==> config.mk <==
export PLATFORM = sky130hd
export DESIGN_NAME = prom_page_reader
export DESIGN_NICKNAME = d
export VERILOG_FILES = /design/src/rtl/prom_pkg.sv /design/src/rtl/prom_lat_timer.sv /design/src/rtl/prom_loc_gen.sv /design/src/rtl/prom_rsp_reg.sv /design/src/rtl/prom_page_reader.sv
export SDC_FILE = /design/constraint.sdc
export NUM_CORES = 1
export LEC_CHECK = 0
export BUFFER_PORTS_ARGS = -buffer_cell sky130_fd_sc_hd__buf_2
export CAP_MARGIN = 20
export CORE_MARGIN = 3
export CORE_UTILIZATION = 50
export DETAILED_ROUTE_END_ITERATION = 16
export PLACE_DENSITY = 0.78
export SYNTH_ARGS = -nofsm -noshare
export SYNTH_HDL_FRONTEND = slang
export SYNTH_SLANG_ARGS = --single-unit
==> constraint.sdc <==
create_clock -name clk -period 3.12 [get_ports clk]
set_input_delay 0.468 -clock clk [delete_from_list [all_inputs] [get_ports clk]]
set_output_delay 0.468 -clock clk [all_outputs]
set_load 0.005 [all_outputs]
==> src/rtl/prom_pkg.sv <==
`timescale 1ns/1ps
package prom_pkg;

    typedef enum logic [1:0] {
        ST_IDLE = 2'd0,
        ST_WAIT = 2'd1,
        ST_TURN = 2'd2
    } rd_state_e;

    typedef struct packed {
        logic [15:0] data;
        logic        last;
    } rsp_beat_t;

    // Whole clock cycles covering a delay in ns, at least one.
    function automatic int unsigned ns_to_cycles(input int unsigned ns,
                                                 input int unsigned period_ns);
        int unsigned c;
        c = (ns + period_ns - 1) / period_ns;
        if (c < 1) c = 1;
        return c;
    endfunction

    function automatic int unsigned max_u(input int unsigned a, input int unsigned b);
        return (a > b) ? a : b;
    endfunction

endpackage

==> src/rtl/prom_lat_timer.sv <==
`timescale 1ns/1ps
module prom_lat_timer #(
    parameter int unsigned CNT_W = 4
) (
    input  logic             clk,
    input  logic             rst,
    input  logic             load,
    input  logic [CNT_W-1:0] load_val,
    output logic             expired
);
    logic [CNT_W-1:0] cnt_q;

    always_ff @(posedge clk) begin
        if (rst)                cnt_q <= '0;
        else if (load)          cnt_q <= load_val;
        else if (cnt_q != '0)   cnt_q <= cnt_q - 1'b1;
    end

    assign expired = (cnt_q == '0);

    // a loaded nonzero wait is never skipped
    p_wait_not_skipped_r2: assert property (@(posedge clk) disable iff (rst)
        load && (load_val != '0) |=> !expired);
endmodule

==> src/rtl/prom_loc_gen.sv <==
`timescale 1ns/1ps
module prom_loc_gen #(
    parameter int unsigned ADDR_W = 24,
    parameter int unsigned PAGE_W = 3
) (
    input  logic              clk,
    input  logic              rst,
    input  logic              load,
    input  logic [ADDR_W:0]   load_loc,
    input  logic              load_byte,
    input  logic              step,
    output logic              byte_mode,
    output logic [ADDR_W-1:0] rom_addr,
    output logic              rom_am1,
    output logic              next_crosses
);
    logic [ADDR_W:0] loc_q;
    logic            byte_q;

    always_ff @(posedge clk) begin
        if (rst) begin
            loc_q  <= '0;
            byte_q <= 1'b0;
        end else if (load) begin
            loc_q  <= load_loc;
            byte_q <= load_byte;
        end else if (step) begin
            loc_q  <= loc_q + 1'b1;
        end
    end

    assign byte_mode = byte_q;
    assign rom_addr  = byte_q ? loc_q[ADDR_W:1] : loc_q[ADDR_W-1:0];
    assign rom_am1   = byte_q & loc_q[0];

    // Next increment leaves the page when every in-page bit is one.
    assign next_crosses = byte_q ? (&loc_q[PAGE_W:0]) : (&loc_q[PAGE_W-1:0]);

    // a step out of a full page clears the in-page word bits
    p_cross_wraps_r4: assert property (@(posedge clk) disable iff (rst)
        step && !load && next_crosses |=> rom_addr[PAGE_W-1:0] == '0);
endmodule

==> src/rtl/prom_rsp_reg.sv <==
`timescale 1ns/1ps
module prom_rsp_reg
    import prom_pkg::*;
(
    input  logic        clk,
    input  logic        rst,
    input  logic        cap,
    input  logic [15:0] cap_data,
    input  logic        cap_last,
    input  logic        cap_byte,
    input  logic        rsp_ready,
    output logic        rsp_valid,
    output logic [15:0] rsp_data,
    output logic        rsp_last,
    output logic        slot_free
);
    rsp_beat_t beat_q;
    logic      valid_q;

    always_ff @(posedge clk) begin
        if (rst) begin
            valid_q <= 1'b0;
            beat_q  <= '0;
        end else if (cap) begin
            valid_q <= 1'b1;
            beat_q  <= '{data: cap_data, last: cap_last};
        end else if (rsp_ready) begin
            valid_q <= 1'b0;
        end
    end

    assign slot_free = !valid_q || rsp_ready;
    assign rsp_valid = valid_q;
    assign rsp_data  = beat_q.data;
    assign rsp_last  = beat_q.last;

    p_hold_stable_r8: assert property (@(posedge clk) disable iff (rst)
        valid_q && !rsp_ready |=> valid_q && $stable(beat_q));
    p_no_overwrite_r8: assert property (@(posedge clk) disable iff (rst)
        cap |-> slot_free);
    p_byte_upper_zero_r5: assert property (@(posedge clk) disable iff (rst)
        cap && cap_byte |=> rsp_data[15:8] == 8'h00);
endmodule

==> src/rtl/prom_page_reader.sv <==
`timescale 1ns/1ps
module prom_page_reader
    import prom_pkg::*;
#(
    parameter int unsigned ADDR_W        = 24,
    parameter int unsigned LEN_W         = 8,
    parameter int unsigned PAGE_W        = 3,
    parameter int unsigned CLK_PERIOD_NS = 20,
    parameter int unsigned T_ACC_NS      = 100,
    parameter int unsigned T_PAGE_NS     = 35,
    parameter int unsigned T_OE_NS       = 30,
    parameter int unsigned T_HIZ_NS      = 20
) (
    input  logic              clk,
    input  logic              rst,
    input  logic              req_valid,
    output logic              req_ready,
    input  logic [ADDR_W:0]   req_addr,
    input  logic [LEN_W-1:0]  req_len,
    input  logic              req_byte,
    output logic              rsp_valid,
    input  logic              rsp_ready,
    output logic [15:0]       rsp_data,
    output logic              rsp_last,
    output logic              rom_ce_n,
    output logic              rom_oe_n,
    output logic              rom_byte_n,
    output logic [ADDR_W-1:0] rom_addr,
    output logic              rom_am1_o,
    output logic              rom_am1_oe,
    input  logic [15:0]       rom_dq
);
    localparam int unsigned CYC_ACC   = ns_to_cycles(T_ACC_NS,  CLK_PERIOD_NS);
    localparam int unsigned CYC_PAGE  = ns_to_cycles(T_PAGE_NS, CLK_PERIOD_NS);
    localparam int unsigned CYC_OE    = ns_to_cycles(T_OE_NS,   CLK_PERIOD_NS);
    localparam int unsigned CYC_HIZ   = ns_to_cycles(T_HIZ_NS,  CLK_PERIOD_NS);
    localparam int unsigned CYC_FIRST = max_u(CYC_ACC, CYC_OE);
    localparam int unsigned CYC_MAX   = max_u(max_u(CYC_FIRST, CYC_PAGE), CYC_HIZ);
    localparam int unsigned CNT_W     = $clog2(CYC_MAX + 1);

    localparam logic [CNT_W-1:0] LD_FIRST = CNT_W'(CYC_FIRST - 1);
    localparam logic [CNT_W-1:0] LD_ACC   = CNT_W'(CYC_ACC - 1);
    localparam logic [CNT_W-1:0] LD_PAGE  = CNT_W'(CYC_PAGE - 1);
    localparam logic [CNT_W-1:0] LD_HIZ   = CNT_W'(CYC_HIZ - 1);

    rd_state_e        state_q, state_d;
    logic [LEN_W-1:0] rem_q;
    logic             accept, capture, last_beat, step;
    logic             tmr_load, tmr_expired;
    logic [CNT_W-1:0] tmr_val;
    logic             byte_mode, next_crosses, slot_free;
    logic [15:0]      cap_data;

    assign req_ready = (state_q == ST_IDLE);
    assign accept    = req_valid && req_ready;
    assign last_beat = (rem_q == '0);
    assign capture   = (state_q == ST_WAIT) && tmr_expired && slot_free;
    assign step      = capture && !last_beat;

    always_comb begin
        state_d = state_q;
        case (state_q)
            ST_IDLE: if (accept)                 state_d = ST_WAIT;
            ST_WAIT: if (capture && last_beat)   state_d = ST_TURN;
            ST_TURN: if (tmr_expired)            state_d = ST_IDLE;
            default:                             state_d = ST_IDLE;
        endcase
    end

    always_comb begin
        tmr_load = 1'b0;
        tmr_val  = LD_FIRST;
        if (accept) begin
            tmr_load = 1'b1;
            tmr_val  = LD_FIRST;
        end else if (capture) begin
            tmr_load = 1'b1;
            if (last_beat)         tmr_val = LD_HIZ;
            else if (next_crosses) tmr_val = LD_ACC;
            else                   tmr_val = LD_PAGE;
        end
    end

    always_ff @(posedge clk) begin
        if (rst) begin
            state_q <= ST_IDLE;
            rem_q   <= '0;
        end else begin
            state_q <= state_d;
            if (accept)    rem_q <= req_len;
            else if (step) rem_q <= rem_q - 1'b1;
        end
    end

    prom_lat_timer #(.CNT_W(CNT_W)) u_timer (
        .clk      (clk),
        .rst      (rst),
        .load     (tmr_load),
        .load_val (tmr_val),
        .expired  (tmr_expired)
    );

    prom_loc_gen #(.ADDR_W(ADDR_W), .PAGE_W(PAGE_W)) u_loc (
        .clk          (clk),
        .rst          (rst),
        .load         (accept),
        .load_loc     (req_addr),
        .load_byte    (req_byte),
        .step         (step),
        .byte_mode    (byte_mode),
        .rom_addr     (rom_addr),
        .rom_am1      (rom_am1_o),
        .next_crosses (next_crosses)
    );

    assign cap_data = byte_mode ? {8'h00, rom_dq[7:0]} : rom_dq;

    prom_rsp_reg u_rsp (
        .clk       (clk),
        .rst       (rst),
        .cap       (capture),
        .cap_data  (cap_data),
        .cap_last  (last_beat),
        .cap_byte  (byte_mode),
        .rsp_ready (rsp_ready),
        .rsp_valid (rsp_valid),
        .rsp_data  (rsp_data),
        .rsp_last  (rsp_last),
        .slot_free (slot_free)
    );

    assign rom_ce_n   = (state_q != ST_WAIT);
    assign rom_oe_n   = (state_q != ST_WAIT);
    assign rom_byte_n = !byte_mode;
    assign rom_am1_oe = byte_mode && (state_q == ST_WAIT);

    p_accept_bus_idle_r9: assert property (@(posedge clk) disable iff (rst)
        accept |-> rom_ce_n && rom_oe_n);
    p_busy_not_ready_r10: assert property (@(posedge clk) disable iff (rst)
        !rom_ce_n |-> !req_ready);
    p_addr_stall_r8: assert property (@(posedge clk) disable iff (rst)
        rsp_valid && !rsp_ready && !rom_ce_n |=> $stable(rom_addr) && $stable(rom_am1_o));
    p_capture_under_oe_r2: assert property (@(posedge clk) disable iff (rst)
        $rose(rsp_valid) |-> $past(!rom_oe_n));
    p_word_pin_released_r6: assert property (@(posedge clk) disable iff (rst)
        rom_byte_n |-> !rom_am1_oe);
endmodule

# Word level (Yosys, flattened, before mapping)
# Index checks and enable logic that the tools add are counted.
# classes
n_addsub	3
n_bitwise	1
mux	21
eq_ne	6
n_reduce_logical	20
# ops
operator	count
$mux W25	2
$add A25 B1 Y25 const B	1
$mux W24	1
$mux W3	6
$mux W16	1
$mux W8	2
$logic_not A8 Y1	1
$sub A8 B1 Y8 const B	1
$logic_and A1 B1 Y1	6
$mux W2	3
$pmux W2 S3	1
$reduce_and A3 Y1	2
$reduce_bool A2 Y1	3
$mux W1	5
$ne A2 B1 Y1 const B	2
$ne A2 B2 Y1 const B	2
$reduce_and A4 Y1	1
$logic_not A1 Y1	3
$logic_not A3 Y1	1
$reduce_bool A3 Y1	1
$sub A3 B1 Y3 const B	1
$eq A2 B1 Y1 const B	1
$eq A2 B2 Y1 const B	1
$logic_not A2 Y1	1
2 further kinds	2
# totals
register_bits	57
out_inout_bits	48
wordCells	59
input_bits	54

# Logic depth before layout (Yosys ltp)
# logic_depth
word_depth	7
mapped_depth	10
depth_no_buf	7

# Cells and area by module
# From an unflattened synthesis, not the netlist that was laid out.
# unflattened
hier_cells	387
area_unflattened_um2	3335.7
# modules_own_cells
mod	n_inst	seq_area_each_um2	cells_per_inst	area_per_inst_um2
prom_loc_gen	1	520.5	216	1774.2
prom_page_reader	1	200.2	90	704.4
prom_rsp_reg	1	360.3	59	650.6
prom_lat_timer	1	60.1	22	206.4

# Worst setup path before layout
# No wires, ideal clock.
# synth_path
kind	flip-flop to flip-flop
startpoint	reg u_timer.cnt_q[0]
endpoint	reg state_q[0]
path_buffers	3
required_ps	2992
arrival_time_ps	1845
setup_time_ps	128
path_stages_with_launch	11
path_slack_ps	1148
cell_sequence	dfxtp_1 -> inv_1 -> ha_1 -> nor2b_4 -> and3_1 -> clkbuf_1 -> clkbuf_1 -> clkbuf_1 -> nand2_1 -> a21oi_1 -> nor2_1
# synth_between
elab_chain_len	6
word_cells_on_any_way	7
cone_classes	2 x eq/ne; 5 x reduce/logical
# synth_rtl
element	line	source
start, declared	prom_lat_timer.sv:11	logic [CNT_W-1:0] cnt_q;
start signal, assigned	prom_lat_timer.sv:15	else if (load) cnt_q <= load_val;
start signal, assigned	prom_lat_timer.sv:16	else if (cnt_q != '0) cnt_q <= cnt_q - 1'b1;
$logic_not A3 Y1 (*)	prom_lat_timer.sv:19	assign expired = (cnt_q == '0);
$logic_and A1 B1 Y1 (2 in series)	prom_page_reader.sv:57	assign capture = (state_q == ST_WAIT) && tmr_expired && slot_free;
$logic_and A1 B1 Y1	prom_page_reader.sv:64	ST_WAIT: if (capture && last_beat) state_d = ST_TURN;
$ne A2 B2 Y1 (no source line)	-	
$reduce_and A3 Y1 (no source line) (*)	-	
end signal, assigned	prom_page_reader.sv:89	state_q <= state_d;
end, declared	prom_page_reader.sv:46	rd_state_e state_q, state_d;
# Every way passes the cells marked *; elsewhere a longest branch is shown, timed or not.
# A chain may end at the register's enable or synchronous reset.

# Worst setup path after layout
# layout_path
startpoint	reg rem_q[2]
endpoint	reg rem_q[2]
# layout_between
elab_chain_len	4
word_cells_on_any_way	7
cone_classes	1 x add/sub; 2 x mux; 4 x reduce/logical
# layout_rtl
element	line	source
start, declared	prom_page_reader.sv:47	logic [LEN_W-1:0] rem_q;
start signal, assigned	prom_page_reader.sv:90	if (accept) rem_q <= req_len;
start signal, assigned	prom_page_reader.sv:91	else if (step) rem_q <= rem_q - 1'b1;
branches (longest 4 deep; another with $sub A8 B1 Y8)	-	
# Parallel ways; which one is timed is not known. The select of a mux whose other input is x is not followed.

==> summary.md <==
| Metric | Value |
|---|---|
| Status | complete, no violations |
| HPWL after DPL | 6280 um |
| Post-synthesis sequential area ratio | 0.349 |
| CTS buffer count | 9 |
| Synth Flop Type | dfxtp_1 |
| Routed vias | 3379 |
| Final WL | 9080 um |
| Port Buffers | 101 |
| First-pass GRT wire length | 14400 um |
| Synth unique cells | 56 |
| Final ANT Viol Nets | 0 |
| Synthesis-stage register bit count | 57 |
| Routed vias/inst | 5.95 |
| Site Rows | 28 |
| Post-synth EDFFs | 0 |
| Largest family of logic cells by synthesized area | simple AND/OR/NAND/NOR gates |
| Crit-path slowest cell | and3_1 |
| Max Clock Freq | 424 MHz |
| CP startpoint kind | flop |
| Synth Area in Simple Gates | 0.276 |
| Synth Cell Area | 3270 um2 |
| Worst path required time | 3.40 ns |
| WS Path Type | reg -> reg |
| Final setup TNS | 0 ns |
| Slew Viols, Final | 0 |
| Delay of the slowest critical-path stage | 0.71 ns |
| Io pins | 102 |
| Final net count | 548 |
| XOR/XNOR Fraction of Synth Area | 0.0294 |
| Most frequent cells in the layout | buf_2, dfxtp_1, nand2_1 |
| WL per Instance | 16.0 um |
| Clock buffer depth | 2 |
| Inserted Diodes | 0 |
| Pleak | 1.69 nW |
| Post-CTS sizing | 0 |
| Clock Sinks | 57 |
| Core Box Area | 6130 um2 |
| Leading cell type in the layout, fill and taps excluded | buf_2 |
| Area grow syn2layout | 21.8% |
| Initial core utilization | 0.534 |
| Mux contribution to synthesized area | 0.0856 |
| Setup crit end kind | flop |
| Actual slew at the worst max-slew pin | 0.875 ns |
| Final hold vios | 0 |
| Worst Clk Skew | 0.00661 ns |
| Final min period | 2.36 ns |
| Multi-input combinational cell area | 1940 um2 |
| Die height | 86.9 um |
| Detailed Routing Iterations Pass 1 | 5 |
| Fin crit share | 0.756 |
| Hold/Removal Path Class | in -> reg |
| Peak VDD IR | 365 uV |
| Aggregate global routing overflow | 0 |
| Synthesized area per cell | 8.27 um2 |
| Number of global-route vias before repair | 3088 |
| Starting DRT DRC Count | 213 |
| Ys async rst share | 0 |
| CTS root buf | clkbuf_8 |
| Area occupied by registers | 1140 um2 |
| Synth warnings | 0 |
| Clock latency on the worst-skew pair | 0.35 ns |
| Pwr dens | 612 nW/um2 |
| Cts hold-fix bufs | 0 |
| Final core utilization | 0.650 |
| GP Congestion | 0.834 |
| RSZ-0062 raised after global routing | false |
| Post-CTS setup buffers | 0 |
| Max cap viols | 0 |
| CTS tree | yes |
| Chip width | 86.9 um |
| Rel. slew slack | 0.415 |
| Synth Area in Adders | 0.0229 |
| CP Max Fanout | 17 |
| Tot GR Track Use | 0.236 |
| Die Footprint | 7550 um2 |
| Syn nets | 456 |
| CP arrival | 2.64 ns |
| Post-synthesis compound-gate area fraction | 0.178 |
| Share of cells above drive strength 1 | 0.333 |
| Initial antenna violation count | 0 |
| Syn Inst Count | 396 |
| Max H-tree Level | 3 |
| Cell Chain, Critical Path | nor4_2 -> and3_1 -> nor2_1 -> buf_4 -> a311o_1 -> a21oi_1 |
| DRC viols | 0 |
| Setup Viol. Count Final | 0 |
| Clock slew at reported path FFs | 0.07 ns |
| Pin count of the biggest net entering global routing | 26 |
| # fillers | 539 |
[power breakdown]
part           switching, mW  internal [mW]  leakage [nW]  total [mW]
Clock                  0.323          0.391        0.0949       0.714
Combinational          0.448          0.331          1.13       0.779
Sequential             0.113          0.836         0.468       0.948
Total                  0.884           1.56          1.69        2.44
[cells in the mapped netlist, types with 3 or more instances]
cell,number,area [um2]
a21oi_1,33,165
or3_1,6,37.5
xnor2_1,5,43.8
a31oi_1,6,37.5
buf_4,3,22.5
nand4_1,8,50.1
mux2_2,24,270
and2_1,3,18.8
a311oi_1,6,52.6
a211oi_1,11,82.6
dfxtp_1,57,1140
nand3_1,13,65.1
nand2_1,43,161
o21ai_0,15,75.1
xor2_1,6,52.6
ha_1,6,75.1
and3_1,16,100
o211ai_1,4,30.0
clkbuf_1,20,75.1
nor3_1,11,55.1
nor4_1,7,43.8
inv_1,10,37.5
nor2_1,40,150
nand4b_1,4,35.0
[path summary, 6_finish.rpt]
kind	from	to	slack (ns)	depth (start not counted)
max	rem_q[2]	rem_q[2]	0.76	6
min	rom_dq[2]	u_rsp.rsp_data[2]	0.35	3
max reg2reg	rem_q[2]	rem_q[2]	0.76	6
min reg2reg	u_rsp.rsp_data[2]	u_rsp.rsp_data[2]	0.45	2
[metal layers]
| metal | track usage | up-vias | share of wire |
|---|---|---|---|
| met5 | 0 | - | 0 |
| met4 | 0.0907 | 0 | 0.020 |
| met3 | 0.0435 | 24 | 0.064 |
| met2 | 0.378 | 143 | 0.49 |
| met1 | 0.314 | 1579 | 0.43 |
| li1 | - | 1633 | - |
[through the flow]
| stage | instance area (um2) | setup slack (ns) | instances | hold slack (ns) | power (mW) |
|---|---|---|---|---|---|
| after floorplan | 3270 | 1.15 | 396 | 0.453 | 1.49 |
| after global placement | 3780 | 0.940 | 552 | 0.440 | 1.70 |
| after detailed placement | 3780 | 0.842 | 552 | 0.444 | 1.72 |
| after CTS | 3990 | 0.771 | 568 | 0.356 | 2.43 |
| after global routing | 3990 | 0.626 | 568 | 0.374 | 2.57 |
| final | 3990 | 0.761 | 568 | 0.352 | 2.44 |
[cells by family (layout without fill, tap and decap cells)]
logic type                 Yosys count  in the layout
adders and majority gates            6              6
muxes                               25             25
xor gates and xnor gates            11             11
AOI/OAI and AO/OA                   90             90
buffers and inverters               39            136
and+or+nand+nor                    168            168
DFF                                 57             57
[critical path: cells and delay by family, from the launching register on]
family,cells,cell delay [ns]
AOI/OAI and AO/OA,2,0.46
buffers and inverters,1,0.21
DFF,1,0.36
and+or+nand+nor,3,1.26
[layout make-up]
cell class	count	area share
clock buffers	10	0.0345
clock inverters	6	0.0166
inverters	10	0.00941
multi-input cells	300	0.486
flip-flops and latches	57	0.286
well taps	75	0.0235
repair buffers	110	0.144
[state kept, by name (all words and copies together), names as in the netlist]
| signal | cells |
|---|---|
| u_rsp.rsp_last | 1 |
| u_loc.byte_mode | 1 |
| state_q | 2 |
| u_loc.loc_q | 25 |
| u_timer.cnt_q | 3 |
| u_rsp.rsp_data | 16 |
| u_rsp.rsp_valid | 1 |
| rem_q | 8 |
Note: power is estimated with default switching activity, not from simulation.
